<file path="src/rtl/fxp2f_pkg.sv">
package fxp2f_pkg;
   localparam int F32_EXP_W  = 8;
   localparam int F32_FRAC_W = 23;
   localparam int F32_BIAS   = 127;
   localparam int F32_W      = 1 + F32_EXP_W + F32_FRAC_W;

   typedef struct packed {
      logic                  sign;
      logic [F32_EXP_W-1:0]  exp;
      logic [F32_FRAC_W-1:0] frac;
   } f32_word_t;
endpackage

</file>
<file path="src/rtl/fxp2f_lead_one.sv">
module fxp2f_lead_one #(
   parameter int W  = 32,
   localparam int PW = $clog2(W)
) (
   input  logic [W-1:0]  mag,
   output logic [PW-1:0] pos,
   output logic          zero
);
   logic [W:1]   above;
   logic [W-1:0] hit;

   assign above[W] = 1'b0;
   generate
      for (genvar i = W - 1; i >= 1; i--) begin : g_above
         assign above[i] = above[i+1] | mag[i];
      end
      for (genvar i = 0; i < W; i++) begin : g_hit
         assign hit[i] = mag[i] & ~above[i+1];
      end
   endgenerate

   always_comb begin
      pos = '0;
      for (int i = 0; i < W; i++) begin
         if (hit[i]) pos = pos | PW'(i);
      end
   end

   assign zero = ~(above[1] | mag[0]);

   // the reported position is the highest set bit of a nonzero word
   always_comb begin
      if (!zero) begin
         p_lead_unique_r4: assert ((mag >> pos) == W'(1));
      end
   end
endmodule

</file>
<file path="src/rtl/fxp2f_pack_stage.sv">
module fxp2f_pack_stage
   import fxp2f_pkg::*;
#(
   parameter int W  = 32,
   localparam int PW    = $clog2(W),
   localparam int NW    = W + F32_FRAC_W,
   localparam int EXT_W = PW + F32_EXP_W + 2
) (
   input  logic          sign,
   input  logic [W-1:0]  mag,
   input  logic [PW-1:0] point,
   input  logic [PW-1:0] pos,
   input  logic          zero,
   output f32_word_t     word
);
   logic [PW-1:0] shamt;

   assign shamt = PW'(W - 1) - pos;

   always_comb begin
      word.sign = sign;
      if (zero) begin
         word.exp  = '0;
         word.frac = '0;
      end else begin
         word.exp  = F32_EXP_W'(EXT_W'(pos) + EXT_W'(F32_BIAS) - EXT_W'(point));
         word.frac = F32_FRAC_W'(({mag, {F32_FRAC_W{1'b0}}} << shamt) >> (W - 1));
      end
   end

   // a zero word leaves exponent and fraction clear
   always_comb begin
      if (zero) begin
         p_zero_fields_r6: assert (word[F32_EXP_W+F32_FRAC_W-1:0] == '0);
      end
   end

   // keep NW referenced for width documentation
   localparam int NORM_BITS = NW;
endmodule

</file>
<file path="src/rtl/fxp_to_f32_pack.sv">
module fxp_to_f32_pack
   import fxp2f_pkg::*;
#(
   parameter int IN_W = 32,
   localparam int PW  = $clog2(IN_W)
) (
   input  logic                clk,
   input  logic                rst_n,
   input  logic                in_valid,
   output logic                in_ready,
   input  logic                in_sign,
   input  logic [IN_W-1:0]     in_mag,
   input  logic [PW-1:0]       in_point,
   output logic                out_valid,
   input  logic                out_ready,
   output logic [F32_W-1:0]    out_word
);
   generate
      if (IN_W < 2 || IN_W > 128) begin : g_bad_width
         $error("IN_W must lie between 2 and 128");
      end
      if ((1 << PW) != IN_W) begin : g_bad_pow2
         $error("IN_W must be a power of two so in_point covers it exactly");
      end
   endgenerate

   logic [PW-1:0] lod_pos;
   logic          lod_zero;

   fxp2f_lead_one #(.W(IN_W)) u_lod (
      .mag  (in_mag),
      .pos  (lod_pos),
      .zero (lod_zero)
   );

   logic            s1_vld, s1_sign, s1_zero;
   logic [IN_W-1:0] s1_mag;
   logic [PW-1:0]   s1_point, s1_pos;
   logic            s1_ready;
   f32_word_t       packed_w;
   logic            out_vld_q;
   f32_word_t       out_q;

   assign s1_ready = ~out_vld_q | out_ready;
   assign in_ready = ~s1_vld | s1_ready;

   always_ff @(posedge clk) begin
      if (!rst_n) begin
         s1_vld <= 1'b0;
      end else if (in_ready) begin
         s1_vld <= in_valid;
      end
   end

   always_ff @(posedge clk) begin
      if (in_ready && in_valid) begin
         s1_sign  <= in_sign;
         s1_mag   <= in_mag;
         s1_point <= in_point;
         s1_pos   <= lod_pos;
         s1_zero  <= lod_zero;
      end
   end

   fxp2f_pack_stage #(.W(IN_W)) u_pack (
      .sign  (s1_sign),
      .mag   (s1_mag),
      .point (s1_point),
      .pos   (s1_pos),
      .zero  (s1_zero),
      .word  (packed_w)
   );

   always_ff @(posedge clk) begin
      if (!rst_n) begin
         out_vld_q <= 1'b0;
      end else if (s1_ready) begin
         out_vld_q <= s1_vld;
      end
   end

   always_ff @(posedge clk) begin
      if (s1_ready && s1_vld) begin
         out_q <= packed_w;
      end
   end

   assign out_valid = out_vld_q;
   assign out_word  = out_q;

   // a stalled result is held unchanged
   p_stall_hold_r9: assert property (@(posedge clk) disable iff (!rst_n)
      out_valid && !out_ready |=> out_valid && $stable(out_word));

   // a full, stalled pipeline refuses new input
   p_full_block_r10: assert property (@(posedge clk) disable iff (!rst_n)
      out_valid && !out_ready && s1_vld |-> !in_ready);

   // an accepted word always occupies the first stage next cycle
   p_accept_r8: assert property (@(posedge clk) disable iff (!rst_n)
      in_valid && in_ready |=> s1_vld);

   // nonzero exponents stay in the window the width permits
   p_exp_window_r3: assert property (@(posedge clk) disable iff (!rst_n)
      out_valid && out_word[30:23] != 8'd0 |->
         (int'(out_word[30:23]) >= F32_BIAS - (IN_W - 1)) &&
         (int'(out_word[30:23]) <= F32_BIAS + (IN_W - 1)));

   // zero exponent comes with zero fraction at the port
   p_zero_port_r6: assert property (@(posedge clk) disable iff (!rst_n)
      out_valid && out_word[30:23] == 8'd0 |-> out_word[22:0] == 23'd0);
endmodule

</file>
<file path="config.mk">
export PLATFORM = sky130hd
export DESIGN_NAME = fxp_to_f32_pack
export DESIGN_NICKNAME = d
export VERILOG_FILES = /design/src/rtl/fxp2f_pkg.sv /design/src/rtl/fxp2f_lead_one.sv /design/src/rtl/fxp2f_pack_stage.sv /design/src/rtl/fxp_to_f32_pack.sv
export SDC_FILE = /design/constraint.sdc
export NUM_CORES = 1
export LEC_CHECK = 0
export ABC_AREA = 1
export BUFFER_PORTS_ARGS = -buffer_cell sky130_fd_sc_hd__buf_2
export CORE_ASPECT_RATIO = 1.5
export CORE_MARGIN = 10
export CORE_UTILIZATION = 55
export CTS_CLUSTER_DIAMETER = 40
export DETAILED_ROUTE_END_ITERATION = 10
export PLACE_DENSITY = 0.78
export SLEW_MARGIN = 20
export SYNTH_ARGS = -nofsm -noshare
export SYNTH_HDL_FRONTEND = slang
export SYNTH_SLANG_ARGS = --single-unit
</file>
<file path="constraint.sdc">
create_clock -name clk -period 4.2 [get_ports clk]
set_input_delay 0.63 -clock clk [delete_from_list [all_inputs] [get_ports clk]]
set_output_delay 0.63 -clock clk [all_outputs]
set_load 0.02 [all_outputs]
</file>
# Yosys cells after proc, flatten, opt, wreduce, memory -nomap -nowiden
# Cells that the tools add are included.
# totals
regBits	78
output_inout_bits	34
# op_classes
shifts	1
n_addsub	3
n_mux	30
n_eq_ne	2
n_bitwise	96
reduce_logical	6
# ops
operator	count
$shl 55x5->54	1
$not 1->1	33
$or 1x1->1	33
$mux 4	8
$and 1x1->1	30
$mux 3	8
$reduce_or 16->1	1
$mux 2	6
$add 5x7->8 const B	1
$mux 1	8
$reduce_or 8->1	1
$sub 8x5->8	1
$sub 5x5->5 const A	1
$ne 2x1->1 const B	2
$reduce_or 4->1	1
$logic_and 1x1->1	2
$reduce_or 2->1	1

# Depth between registers and ports, before layout
# depth
word_depth	57
mapped_depth	12
mapped_depth_nobuf	12

# Modules after synthesis
# From an unflattened synthesis, not the netlist that was laid out.
# hier_totals
hier_cells	521
hier_area_um2	4575.6
# by_module_without_submodules
mod	area_each_um2	seq_area_each_um2	cells_each	instances
fxp_to_f32_pack	2377.3	2322.2	89	1
fxp2f_pack_stage	1769.2	0.0	360	1
fxp2f_lead_one	429.2	0.0	72	1

# Worst setup path after synthesis
# Ideal clock, no wire load.
# synth_timing
path_kind	input-to-reg
startpoint	input port out_ready
endpoint	register out_q, in the netlist out_word[0] (enable)
arrival_ns	2.259
t_required_ns	3.768
path_slack_ns	1.510
n_path_buf	0
stages	2
cell_sequence	inv_1 -> a21oi_1
# synth_via
elab_chain_cells	2
# synth_rtl
element	line	text
start, declared	fxp_to_f32_pack.sv:15	input logic out_ready,
$or 1x1->1	fxp_to_f32_pack.sv:44	assign s1_ready = ~out_vld_q | out_ready;
$logic_and 1x1->1	fxp_to_f32_pack.sv:83	if (s1_ready && s1_vld) begin
end signal, assigned	fxp_to_f32_pack.sv:84	out_q <= packed_w;
end, declared	fxp_to_f32_pack.sv:42	f32_word_t out_q;
# No other way between the ends.
# A chain may end at the register's enable or synchronous reset.

# Final worst setup path
# layout_timing
startpoint	register s1_pos[0]
endpoint	register out_q, in the netlist out_word[22] (data pin)
# layout_via
elab_chain_cells	2
# layout_rtl
element	line	text
start, declared	fxp_to_f32_pack.sv:38	logic [PW-1:0] s1_point, s1_pos;
start signal, assigned	fxp_to_f32_pack.sv:60	s1_pos <= lod_pos;
$sub 5x5->5	fxp2f_pack_stage.sv:18	assign shamt = PW'(W - 1) - pos;
$shl 55x5->54	fxp2f_pack_stage.sv:27	word.frac = F32_FRAC_W'(({mag, {F32_FRAC_W{1'b0}}} << shamt) >> (W - 1));
# No other way between the ends.

==> summary.txt <==
Status = finished clean
Grt peak-use layer = met2
Worst-Skew Late Latency = 340 ps
Pwr Total = 1.90 mW
Setup TNS = 0 ps
DP Wirelength = 8.83 mm
Placement Setup Slack = 1520 ps
DR DRC count = 0
Final Cycle Share = 64.9%
H-tree lvl count = 3
Num ports = 76
Mean post-synth cell area = 8.64 sq um
Startpoint Class = register
Critical Path End Type = register
Leakage = 2.15 nW
Via density = 5.59
Max-Slew Margin vs Limit = 35.3%
# port buffers = 75
Setup Crit Path Kind = register to register
WL final = 11.2 mm
Multi-input logic area = 0.00185 sq mm
Required @ worst endpoint = 4280 ps
#FFs+latches synth = 77
Chip width = 93.2 um
Register area share after synthesis = 51.8%
Die height = 130 um
Initial Util = 55.9%
DR pass1 iterations = 5
Crit Path Max Fanout = 34
Met1 Use GR = 20.1%
Vias in the first global route = 3,684
Synth area leaders = edfxtp_1 (51%), nand2_1 (11%), nand3_1 (5.3%)
Reg2reg start = s1_pos[0]$_SDFFCE_PP1P_
Finish-stage setup viols = 0
Reg clk slew, reported paths = 60 ps
Syn Inst Count = 512
Initial antenna violation count = 0
Global Route Usage Sum = 19.0%
CTS resizes = 0
Nets = 628
Share of the synthesized area in the top cell type = 50.9%
Worst vdd ir = 0.268 mV
Fin. Hold Viols = 0
Worst Max-Slew Pin Slew = 971 ps
Worst hold stages = 0
Filler cells = 680
FF-to-FF path depth = 7
Power Density = 369 mW/mm^2
Layout cells sized above 1 = 19.7%
N_diodes = 0
Max-slew violation count = 0
Worst EP arrival = 2810 ps
RSZ-0062 raised after global routing = false
DR WL/cell = 16.3 um
Detail Route Antenna Nets = 0
Pin count of the biggest net entering global routing = 44
Via count = 3,858
Die ar. = 0.0121 sq mm
Area Overhead vs Synth = 16.1%
Drt initial violations = 307
Final Skew = 6.56 ps
First-pass GRT wire length = 18.1 mm
GRT overflow = 0
Worst-case clock buffer depth = 2
Post-CTS Setup Bufs = 0
Root Driver = clkbuf_16
Final Critical Period = 2730 ps
Row count = 40
CTS buffer count = 9
Crit. Startpoint = s1_pos[0]$_SDFFCE_PP1P_
Fin Hold WS = 449 ps
Min-delay worst type = register to register
Core area = 0.00791 sq mm
Yosys cell types = 39
Syn_nets = 560
Hold_sp = s1_sign$_DFFE_PP_
Sequential Area = 0.00229 sq mm
Cell taking the most area after synthesis = edfxtp_1
Clock Sink Count = 77
M2 GR Usage = 34.8%
Gpl congestion = 1.01
Met3 Usage GRT = 3.39%
CTS tree = done
# hold bufs at CTS = 0
Achievable clock frequency = 367 MHz
Max Cap Viol = 0
Post-synthesis cell area = 0.00442 sq mm
Syn. warnings = 0
Final setup margin = 1470 ps
per-layer routing:
metal | wire length (um) | share of wire [%]
met1 | 4310 | 38
met2 | 6010 | 53
met3 | 538 | 4.8
met4 | 388 | 3.5
met5 | 0 | 0
sequential cells by signal (all words and copies together), names as in the netlist:
name	flops
s1_mag	31
s1_vld	1
s1_pos	5
out_word	32
s1_sign	1
out_valid	1
s1_point	5
s1_zero	1
metrics by stage:
stage                     utilization, %  instances  cell area [sq um]
after CTS                           64.8        689               5120
after floorplan                        -        512               4420
after global routing                65.0        690               5140
after detailed placement            61.4        673               4850
final                               65.0        690               5140
after global placement              61.2        672               4840
power breakdown:
part,internal [mW],total [mW],switching (mW)
sequential,0.897,0.923,0.0263
clock,0.397,0.692,0.295
combinational,0.0981,0.284,0.186
total,1.39,1.90,0.507
layout by cell type (no fill, tap or decap), types with 2 or more instances in the layout:
cell type	instances
inv_1	38
or2_1	2
buf_8	2
o211ai_1	18
edfxtp_1	75
clkbuf_16	9
nor3_1	2
o21ai_0	26
o21ai_1	38
nand2_2	2
buf_2	75
inv_2	2
nor2_4	3
nor2_2	2
clkinv_1	4
o21a_1	8
nand3_1	47
a21oi_1	24
o21bai_1	2
clkinvlp_4	3
buf_4	4
nor2_1	41
o221ai_1	2
or2_2	5
ha_1	5
dfxtp_1	2
nand2_1	126
a31oi_1	2
nand4_1	2
final cells by class:
| type | count | share of cell area (%) |
|---|---|---|
| well taps | 105 | 2.56 |
| clock inverters | 6 | 0.779 |
| multi-input cells | 368 | 36.0 |
| flip-flops and latches | 77 | 44.6 |
| repair buffers | 81 | 8.48 |
| clock buffers | 10 | 4.46 |
| inverters | 43 | 3.14 |
Yosys cell counts:
cell type and count:
o21ai_0 26, nor2_2 2, nor2_4 3, nand3_1 47, o21a_1 8, o211ai_1 18, nand3_2 1, buf_6 2
nor2_1 41, buf_1 3, o22ai_1 1, and3_1 1, and2_1 1, o21bai_1 2, inv_1 38, a31oi_1 2
inv_2 2, buf_2 8, or2_2 5, a31o_2 1, fa_1 1, nor3_1 2, ha_1 5, or2_1 2
clkbuf_1 8, nor3b_1 1, buf_4 3, nand4_1 2, nand4_4 1, a21oi_1 25, nor3_2 1, nand4_2 1
edfxtp_1 75, dfxtp_1 2, nand2_1 126, clkinv_1 3, nand2_2 2, o21ai_1 38, o221ai_1 2
worst max-delay path: stages (launching register included):
cell and delay [ps]:
edfxtp_1 980, inv_2 420, o21ai_1 340, o21ai_1 170
o21ai_1 160, nand2_1 60, o21ai_1 210, o21ai_1 120
logic make-up (layout without fill, tap and decap cells):
family	Yosys count	count (layout)	synth area share, %
AO/OA/AOI/OAI	123	123	15.8
adder cells (fa/ha/maj)	6	6	1.87
buffers and inverters	67	140	6.50
flip-flops	77	77	51.8
AND/OR/NAND/NOR	239	239	24.0
worst paths after layout:
path	slack (ps)	endpoint
worst min register to register	450	out_word[31]$_DFFE_PP_
worst max register to register	1470	out_word[22]$_SDFFCE_PP0P_
worst min-delay path	450	out_word[31]$_DFFE_PP_
worst max-delay path	1470	out_word[22]$_SDFFCE_PP0P_
No activity file was read; power rests on OpenSTA's default activity.
